[src/rtl/sdram_rd_pipe_pkg.sv]
package sdram_rd_pipe_pkg;
  typedef enum logic {
    LAT2 = 1'b0,
    LAT3 = 1'b1
  } cas_lat_e;
endpackage

[src/rtl/rdp_mode_reg.sv]
module rdp_mode_reg
  import sdram_rd_pipe_pkg::*;
(
  input  logic     clk_i,
  input  logic     rst_ni,
  input  logic     ld_i,
  input  logic     lat3_i,
  output cas_lat_e lat_o
);
  always_ff @(posedge clk_i or negedge rst_ni) begin
    if (!rst_ni)   lat_o <= LAT3;
    else if (ld_i) lat_o <= lat3_i ? LAT3 : LAT2;
  end
endmodule

[src/rtl/rdp_delay_line.sv]
module rdp_delay_line #(
  parameter int unsigned W     = 8,
  parameter int unsigned DEPTH = 3
) (
  input  logic                       clk_i,
  input  logic                       rst_ni,
  input  logic [W-1:0]               d_i,
  output logic [DEPTH-1:0][W-1:0]    tap_o
);
  always_ff @(posedge clk_i or negedge rst_ni) begin
    if (!rst_ni) tap_o[0] <= '0;
    else         tap_o[0] <= d_i;
  end

  for (genvar s = 1; s < DEPTH; s++) begin : g_stage
    always_ff @(posedge clk_i or negedge rst_ni) begin
      if (!rst_ni) tap_o[s] <= '0;
      else         tap_o[s] <= tap_o[s-1];
    end
  end
endmodule

[src/rtl/sdram_rd_pipe.sv]
module sdram_rd_pipe
  import sdram_rd_pipe_pkg::*;
#(
  parameter int unsigned DW         = 16,
  parameter int unsigned NB         = 2,
  parameter int unsigned PIPE_DEPTH = 3,
  parameter int unsigned MASK_LAT   = 2
) (
  input  logic          clk_i,
  input  logic          rst_ni,
  input  logic          mode_ld_i,
  input  logic          mode_lat3_i,
  input  logic          rd_i,
  input  logic [DW-1:0] rd_data_i,
  input  logic [NB-1:0] dqm_i,
  input  logic          bstop_i,
  input  logic          pre_i,
  output logic [DW-1:0] dq_o,
  output logic          dq_vld_o,
  output logic [NB-1:0] dq_oe_o
);
  localparam int unsigned LW      = DW + 1;
  localparam int unsigned BW      = DW / NB;
  localparam int unsigned TAP_SHT = PIPE_DEPTH - 2;
  localparam int unsigned TAP_LNG = PIPE_DEPTH - 1;

  cas_lat_e lat_q;
  logic     kill;
  logic [LW-1:0] beat_in, beat_sel;
  logic [PIPE_DEPTH-1:0][LW-1:0] beat_q;
  logic [MASK_LAT-1:0][NB-1:0]   mask_q;

  rdp_mode_reg u_mode (
    .clk_i  (clk_i),
    .rst_ni (rst_ni),
    .ld_i   (mode_ld_i),
    .lat3_i (mode_lat3_i),
    .lat_o  (lat_q)
  );

  // stop/precharge cancels the beat on the same edge; older beats drain
  assign kill    = bstop_i | pre_i;
  assign beat_in = (rd_i && !kill) ? {1'b1, rd_data_i} : '0;

  rdp_delay_line #(.W(LW), .DEPTH(PIPE_DEPTH)) u_beat (
    .clk_i  (clk_i),
    .rst_ni (rst_ni),
    .d_i    (beat_in),
    .tap_o  (beat_q)
  );

  rdp_delay_line #(.W(NB), .DEPTH(MASK_LAT)) u_mask (
    .clk_i  (clk_i),
    .rst_ni (rst_ni),
    .d_i    (dqm_i),
    .tap_o  (mask_q)
  );

  assign beat_sel = (lat_q == LAT3) ? beat_q[TAP_LNG] : beat_q[TAP_SHT];
  assign dq_vld_o = beat_sel[LW-1];
  assign dq_o     = beat_sel[DW-1:0];

  for (genvar b = 0; b < NB; b++) begin : g_byte
    assign dq_oe_o[b] = dq_vld_o & ~mask_q[MASK_LAT-1][b];


    mask_off_chk: assert property (@(posedge clk_i) disable iff (!rst_ni)
      $past(dqm_i[b], 2) |-> !dq_oe_o[b]);
  end


  lat2_beat_chk: assert property (@(posedge clk_i) disable iff (!rst_ni)
    (lat_q == LAT2 && $past(rst_ni, 2) && $past(rd_i && !bstop_i && !pre_i, 2))
    |-> (dq_vld_o && dq_o == $past(rd_data_i, 2)));


  lat3_beat_chk: assert property (@(posedge clk_i) disable iff (!rst_ni)
    (lat_q == LAT3 && $past(rst_ni, 3) && $past(rd_i && !bstop_i && !pre_i, 3))
    |-> (dq_vld_o && dq_o == $past(rd_data_i, 3)));


  stop_lat2_chk: assert property (@(posedge clk_i) disable iff (!rst_ni)
    (lat_q == LAT2 && $past(bstop_i || pre_i, 2)) |-> !dq_vld_o);


  stop_lat3_chk: assert property (@(posedge clk_i) disable iff (!rst_ni)
    (lat_q == LAT3 && $past(bstop_i || pre_i, 3)) |-> !dq_vld_o);


  idle_zero_chk: assert property (@(posedge clk_i) disable iff (!rst_ni)
    !dq_vld_o |-> (dq_o == '0));

  logic unused_bw;
  assign unused_bw = (BW == 0);
endmodule

[config.mk]
export PLATFORM = sky130hd
export DESIGN_NAME = sdram_rd_pipe
export DESIGN_NICKNAME = d
export VERILOG_FILES = /design/src/rtl/sdram_rd_pipe_pkg.sv /design/src/rtl/rdp_mode_reg.sv /design/src/rtl/rdp_delay_line.sv /design/src/rtl/sdram_rd_pipe.sv
export SDC_FILE = /design/constraint.sdc
export NUM_CORES = 1
export LEC_CHECK = 0
export BUFFER_PORTS_ARGS = -buffer_cell sky130_fd_sc_hd__buf_2
export CORE_MARGIN = 3
export CORE_UTILIZATION = 45
export CTS_BUF_LIST = sky130_fd_sc_hd__clkbuf_16
export DETAILED_ROUTE_END_ITERATION = 10
export GPL_ROUTABILITY_DRIVEN = 1
export PLACE_DENSITY = 0.74
export REMOVE_ABC_BUFFERS = 1
export SLEW_MARGIN = 20
export SYNTH_ARGS = -nofsm -noshare
export SYNTH_HDL_FRONTEND = slang
export SYNTH_SLANG_ARGS = --single-unit
[constraint.sdc]
create_clock -name clk_i -period 1.2 [get_ports clk_i]
set_input_delay 0.06 -clock clk_i [delete_from_list [all_inputs] [get_ports clk_i]]
set_output_delay 0.06 -clock clk_i [all_outputs]
set_load 0.02 [all_outputs]
# [Word-level counts from Yosys, hierarchy flattened]
# Index checks and enable logic that the tools add are counted.
[totals] ff_bits=56 input_bits=25 wordCells=16
[classes] n_mux=3 reduce_logical=2 n_bitwise=5
[op_table] operator="$mux W17" n=2
[op_table] operator="$and A1 B1 Y1" n=2
[op_table] operator="$not A1 Y1" n=2
[op_table] operator="$logic_and A1 B1 Y1" n=1
[op_table] operator="$logic_not A1 Y1" n=1
[op_table] operator="$mux W1" n=1
[op_table] operator="$or A1 B1 Y1" n=1

# [Logic depth before layout (Yosys ltp)]
# Gate-level depths: netlist (run 1).
[depth] word_depth=4 mapped_depth=4

# [By module]
# Synthesis (run 1) repeated with hierarchy kept, for this count alone.
[hier_totals] hier_cells=97 area_unflattened_um2=1791.7
[modules_own_cells] module="rdp_delay_line (u_beat)" n_inst=1 cells_per_inst=51 seq_area_each_um2=1276.2 area_each_um2=1276.2
[modules_own_cells] module="sdram_rd_pipe" n_inst=1 cells_per_inst=40 seq_area_each_um2=0.0 area_each_um2=374.1
[modules_own_cells] module="rdp_delay_line (u_mask)" n_inst=1 cells_per_inst=4 seq_area_each_um2=100.1 area_each_um2=100.1
[modules_own_cells] module="rdp_mode_reg" n_inst=1 cells_per_inst=2 seq_area_each_um2=26.3 area_each_um2=41.3

# [Worst setup path after synthesis (run 1)]
# No wires, ideal clock.
[synth_timing] path_type="register to output" from="register u_mode.lat_o" to="output dq_oe_o[0]" arrival_time_ns=1.151 setup_slack_ns=-0.011 path_stages_with_launch=5 path_cell_list="dfstp_2 -> buf_6 -> buf_8 -> mux2i_1 -> nor2_1"
[synth_between] elab_chain_len=2
[synth_lines] element="start, declared" line_no="rdp_mode_reg.sv:8" source="output cas_lat_e lat_o"
[synth_lines] element="start signal, assigned" line_no="rdp_mode_reg.sv:12" source="else if (ld_i) lat_o <= lat3_i ? LAT3 : LAT2;"
[synth_lines] element="$mux W17" line_no="sdram_rd_pipe.sv:59" source="assign beat_sel = (lat_q == LAT3) ? beat_q[TAP_LNG] : beat_q[TAP_SHT];"
[synth_lines] element="$and A1 B1 Y1" line_no="sdram_rd_pipe.sv:64" source="assign dq_oe_o[b] = dq_vld_o & ~mask_q[MASK_LAT-1][b];"
[synth_lines] element="end, declared" line_no="sdram_rd_pipe.sv:20" source="output logic [NB-1:0] dq_oe_o"
# No other way between the ends.

# [Worst setup path after layout (run 1)]
[layout_timing] from="register u_mode.lat_o" to="output dq_o[9]"
[layout_between] elab_chain_len=1
[layout_lines] element="$mux W17" line_no="sdram_rd_pipe.sv:59"
[layout_lines] element="end, declared" line_no="sdram_rd_pipe.sv:18" source="output logic [DW-1:0] dq_o,"
# No other way between the ends.

==> impl_metrics.py, run 1 <==
metrics = {
    "cts": {
        "cts_root_buf": "clkbuf_16",
        "cts_buffer_depth": 2,
        "clk_latency_ns": 0.28,
        "cts_buffers": 5,
        "clk_pin_slew_ns": 0.06,
        "post-cts-setup-buffers": 0,
        "clock-sinks": 56,
        "cts_tree": "built",
        "htreeDepth": 2,
    },
    "finish": {
        "final_nets": 191,
        "syn2layout_area_growth_pct": 35.48,
        "multi_input_area_um2": 360.3,
        "final_common_cell": "dfrtp_1",
        "fillers": 274,
        "ff_latch_area_um2": 1403,
        "drive_gt1_share_pct": 53.89,
        "final_cells": 215,
        "final_cell_mix": "dfrtp_1 (55), buf_2 (41), mux2_2 (17), dlygate4sd3_1 (17), and2_2 (16)",
        "diodes": 0,
    },
    "critical_path": {
        "cp_data_required_time_ns": 1.14,
        "path_max_fanout": 4,
        "critPathArrivalTime_ns": 1.51,
        "crit_path_start_kind": "register",
        "critPathKind": "reg2out",
        "endpoint_kind": "output pin",
    },
    "drt": {
        "drt-total-wl_um": 2669,
        "antenna_left": 0,
        "drt-pass1-iter-count": 3,
        "drtIter0Drc": 42,
        "wl_per_cell_um": 12.41,
        "drc": 0,
        "vias_per_cell": 4.344,
        "num_vias": 934,
    },
    "hold_path": {
        "min_path_type": "in2reg",
    },
    "floorplan": {
        "die_x_um": 69.10,
        "die_area_um2": 4775,
        "ios": 44,
        "rows": 22,
        "die_h_um": 69.10,
        "core_um2": 3744,
        "initial_utilization_pct": 47.86,
    },
    "place": {
        "dpl.cell_count": 190,
        "gp_congestion": 0.6411,
        "pre_cts_slack_ns": -0.06479,
        "dp_hpwl_um": 1798,
        "io_buffers": 43,
    },
    "power_and_ir_drop": {
        "p_per_area_nw_per_um2": 1488,
        "ir_drop_mv": 1.327,
        "cellLeakagePower_nw": 1.300,
    },
    "timing": {
        "setup_viol": 19,
        "rsz0062_at_grt": "true",
        "tns_ns": -6.592,
        "period_minus_slack_ns": 1.573,
        "whs_ns": 0.0005276,
        "fin_crit_sh_pct": 131.1,
        "tightest_slew_ns": 0.2750,
        "max_slew_margin_pct": 81.67,
        "max_freq_mhz": 635.7,
        "clock-skew-final_ns": 0.001358,
        "final_max_slew_viol_count": 0,
        "finalHoldViolCount": 0,
        "timing.final.ws_setup_ns": -0.3731,
    },
    "global_routing": {
        "first_global_vias": 1001,
        "grt_use_total_pct": 12.28,
        "antenna_found_initial": 0,
        "grt_pass1_wl_um": 4471,
        "overflow": 0,
        "grt_start_max_net_pins": 57,
    },
    "yosys": {
        "synth-seq-cells": 56,
        "synth.cell_area_um2": 1792,
        "synth.area.top_cells": "dfrtp_1 (77%), mux2_2 (11%), and2_2 (6.7%), dfstp_2 (1.5%), buf_6 (1.3%)",
        "synth_top_area_share_pct": 76.82,
        "avgSynthCellArea_um2": 18.47,
        "syn_inst": 97,
        "ys_seq_area_share_pct": 78.28,
        "synth_cell_type_count": 10,
        "yosys.area.top_type": "dfrtp_1",
        "ys_warn_count": 0,
    },
    "flow_run": {
        "drv_cap": 0,
    },
    "outcome": {
        "status": "finished, violations left",
        "violations": "setup timing",
    },
}
## area by class of cell
type,instances,area share [%]
flip-flops and latches,56,57.78
repair buffers,65,18.97
multi-input cells,37,14.85
clock buffers,5,5.155
well taps,48,2.474
clock inverters,3,0.6186
inverters,1,0.1546
## registers in the layout (all words and copies together) (netlist names)
register,cells
u_mode.lat_o,1
u_beat.tap_o,51
u_mask.tap_o,4
## Yosys cell counts, drive strengths merged
cell type  instances
and2              16
inv                1
mux2i              1
dfstp              1
dfrtp             55
buf                3
mux2              17
nor3b              1
nor2               2
## worst max-delay path: stages (launching register included)
cell	delay [ns]
dfstp_2	0.58
buf_4	0.16
mux2_2	0.33
buf_2	0.16
## per-stage QoR
step | cell area [um2] | total power, mW | util [%]
2_1_floorplan | 1754 | 2.102 | -
3_3_place_gp | 2092 | 2.242 | 55.88
3_5_place_dp | 2092 | 2.253 | 55.88
4_1_cts | 2412 | 3.647 | 64.44
5_1_grt | 2427 | 3.765 | 64.84
6_report | 2427 | 3.612 | 64.84
## timing repair
item / in CTS / in global routing
gates cloned: 0 / 0
endpoints found under the hold margin: 71 / 0
hold buffers: 17 / 0
setup endpoints to repair: 19 / 19
gates resized for setup: 3 / 3
## cell families after synthesis
logic type / count (synthesis) / share of synthesized area [%]
buffers and inverters: 4 / 2.304
AND/OR/NAND/NOR: 19 / 8.171
multiplexers: 18 / 11.24
flip-flops: 56 / 78.28
## power breakdown
group / total (mW) / switching [mW] / leakage [nW] / internal (mW)
clock network: 1.35 / 0.591 / 0.0687 / 0.758
logic: 0.296 / 0.133 / 0.476 / 0.163
registers: 1.97 / 0.0223 / 0.756 / 1.94
total: 3.61 / 0.746 / 1.30 / 2.87
## metal layers
metal  GRT usage (%)  up-vias  wire, um
li1                -      449         -
met1           14.36      450      1123
met2           20.02       30      1316
met3           4.519        5       179
met4           5.857        0        49
met5               0        -         0
## final timing paths
path / from / endpoint / slack (ns) / cells after the start
worst min register to register: u_beat.tap_o[13]$_DFF_PN0_ / u_beat.tap_o[30]$_DFF_PN0_ / 0.35 / 0
min in group asynchronous: rst_ni / u_beat.tap_o[35]$_DFF_PN0_ / 0.30 / 3
worst min-delay path: rd_data_i[0] / u_beat.tap_o[0]$_DFF_PN0_ / 0.0005 / 2
max in group asynchronous: rst_ni / u_mode.lat_o$_DFFE_PN1P_ / 0.62 / 3
worst max-delay path: u_mode.lat_o$_DFFE_PN1P_ / dq_o[9] / -0.37 / 3
worst max register to register: u_mode.lat_o$_DFFE_PN1P_ / u_mode.lat_o$_DFFE_PN1P_ / 0.41 / 1
Note: power is estimated with default switching activity, not from simulation.
==> run 2: changes to the inputs <==
--- a/config.mk
+++ b/config.mk
@@ -11,7 +11,7 @@
 export CTS_BUF_LIST = sky130_fd_sc_hd__clkbuf_16
 export DETAILED_ROUTE_END_ITERATION = 10
 export GPL_ROUTABILITY_DRIVEN = 1
-export PLACE_DENSITY = 0.74
+export PLACE_DENSITY = 0.77
 export REMOVE_ABC_BUFFERS = 1
 export SLEW_MARGIN = 20
 export SYNTH_ARGS = -nofsm -noshare
==> constraint.sdc (replaced) <==
create_clock -name clk_i -period 1.4 [get_ports clk_i]
set_input_delay 0.07 -clock clk_i [delete_from_list [all_inputs] [get_ports clk_i]]
set_output_delay 0.07 -clock clk_i [all_outputs]
set_load 0.02 [all_outputs]
==> impl_metrics.py, run 2 (same netlist as run 1, synthesis figures left out) <==
metrics = {
    "finish": {
        "ff_latch_area_um2": 1403,
        "fin_util_pct": 61.83,
        "final_common_cell": "dfrtp_1",
        "final_cell_mix": "dfrtp_1 (55), buf_2 (41), mux2_2 (17)",
        "diodes": 0,
        "multi_input_area_um2": 360.3,
        "largest_reg_flops": 51,
        "largest_register": "u_beat.tap_o",
        "postLayoutCellArea_um2": 2315,
        "reg_top3": "u_beat.tap_o x51, u_mask.tap_o x4, u_mode.lat_o x1",
        "syn2layout_area_growth_pct": 29.19,
        "fillers": 305,
        "drive_gt1_share_pct": 55.77,
        "final_nets": 180,
    },
    "global_routing": {
        "first_global_vias": 971,
        "grt_start_max_net_pins": 51,
        "overflow": 0,
        "antenna_found_initial": 0,
        "grt_pass1_wl_um": 4733,
        "grt_use_total_pct": 12.77,
    },
    "critical_path": {
        "critical_path_buf_inv_count": 2,
        "crit_path_start_kind": "register",
        "path_max_fanout": 18,
        "crit_chain": "buf_12 > mux2_2 > buf_2",
        "endpoint_kind": "output pin",
        "critPathArrivalTime_ns": 1.50,
        "cpLargestDelayFamily": "flip-flops",
        "r2r_cells": 2,
        "critPathKind": "reg2out",
        "slowest_stage": "dfstp_2",
        "cp_data_required_time_ns": 1.33,
        "r2r_slack_ns": 0.47,
        "cpPeakStageDelay_ns": 0.55,
        "crit_cells": 3,
    },
    "drt": {
        "drtIter0Drc": 51,
        "drt-total-wl_um": 2696,
        "num_vias": 900,
        "wl_met1_um": 1102,
        "vias_per_cell": 4.412,
        "wl_met3_um": 148,
        "drt-pass1-iter-count": 3,
        "wl_per_cell_um": 13.22,
        "met2_length_um": 1398,
        "drc": 0,
        "antenna_left": 0,
        "route.top_layer_used": "met4",
    },
    "timing": {
        "timing.final.ws_setup_ns": -0.1730,
        "max_freq_mhz": 635.7,
        "tightest_slew_ns": 0.5193,
        "fin_crit_sh_pct": 112.4,
        "final_max_slew_viol_count": 0,
        "finalHoldViolCount": 0,
        "setup_viol": 19,
        "clock-skew-final_ns": 0.002433,
        "max_slew_margin_pct": 65.34,
        "whs_ns": 0.007813,
        "tns_ns": -2.999,
        "rsz0062_at_grt": "true",
        "period_minus_slack_ns": 1.573,
    },
    "place": {
        "placed_area_um2": 2069,
        "dp_hpwl_um": 1769,
        "gp_congestion": 0.6100,
        "io_buffers": 43,
    },
    "power_and_ir_drop": {
        "swShare_pct": 20.40,
        "switchingPower_mw": 0.6227,
        "total_power_mw": 3.052,
        "pwr-share-comb_pct": 7.5,
        "p_per_area_nw_per_um2": 1319,
        "ir_drop_mv": 0.8234,
        "p_int_mw": 2.429,
        "power.share.sequential_pct": 55.2,
        "clkPwrFrac_pct": 37.3,
        "cellLeakagePower_nw": 1.258,
    },
    "outcome": {
        "violations": "setup timing",
        "status": "finished, violations left",
    },
    "cts": {
        "clk_latency_ns": 0.28,
        "clock-sinks": 56,
        "cts_tree": "built",
        "post-cts-setup-buffers": 0,
        "cts_root_buf": "clkbuf_16",
        "htreeDepth": 2,
        "cts_buffer_depth": 2,
        "clk_pin_slew_ns": 0.06,
        "cts_buffers": 5,
    },
    "floorplan": {
        "ios": 44,
        "core_um2": 3744,
        "die_area_um2": 4775,
        "die_x_um": 69.10,
        "initial_utilization_pct": 47.86,
        "die_h_um": 69.10,
        "rows": 22,
    },
    "flow_run": {
        "drv_cap": 0,
    },
    "hold_path": {
        "whs_path_depth": 2,
        "min_path_type": "in2reg",
    },
}
run 2: cell count changes in the layout (fill, tap and decap cells not counted):
cell and delta:
clkinv_2 +1, clkinvlp_4 -1, dlygate4sd3_1 -8, buf_6 -2
clkinv_1 -1, inv_1 +1, buf_4 -1
run 2: timing repair:
action | CTS | global route
gates resized for setup | 1 | 3
endpoints found under the hold margin | 63 | 0
endpoints found under the setup margin | 19 | 19
hold buffers | 9 | 0
run 2: cell type report:
class	instances	area share [%]
Clock buffer	5	5.405
Clock inverter	3	0.5405
Inverter	1	0.1622
Multi-Input combinational cell	37	15.57
Sequential cell	56	60.59
Tap cell	48	2.595
Timing Repair Buffer	54	15.14
run 2: power groups by stage:
stage	Clock, mW	Combinational [mW]	Sequential, mW
3_5_place_dp	0	0.206	1.72
2_1_floorplan	0	0.0809	1.72
5_1_grt	1.24	0.250	1.69
3_3_place_gp	0	0.200	1.71
4_1_cts	1.18	0.227	1.69
6_report	1.14	0.228	1.69
run 2: worst paths after layout:
path                                            start                         end
setup / recovery             u_mode.lat_o$_DFFE_PN1P_                     dq_o[7]
hold / removal                           rd_data_i[4]   u_beat.tap_o[4]$_DFF_PN0_
setup reg to reg             u_mode.lat_o$_DFFE_PN1P_    u_mode.lat_o$_DFFE_PN1P_
hold reg to reg            u_beat.tap_o[11]$_DFF_PN0_  u_beat.tap_o[28]$_DFF_PN0_
max in group asynchronous                      rst_ni    u_mode.lat_o$_DFFE_PN1P_
min in group asynchronous                      rst_ni  u_beat.tap_o[33]$_DFF_PN0_
run 2: through the flow:
step / std cells / setup WS [ns]
4_1_cts: 204 / -0.1874
6_report: 204 / -0.1730
3_5_place_dp: 187 / 0.1323
3_3_place_gp: 187 / 0.1581
5_1_grt: 204 / -0.2212
2_1_floorplan: 94 / 0.1750
run 2: per-layer routing:
layer,track usage (%),vias up
met2,19.70,28
met4,5.857,0
met1,16.39,444
met3,4.227,6
li1,-,422
met5,0,-
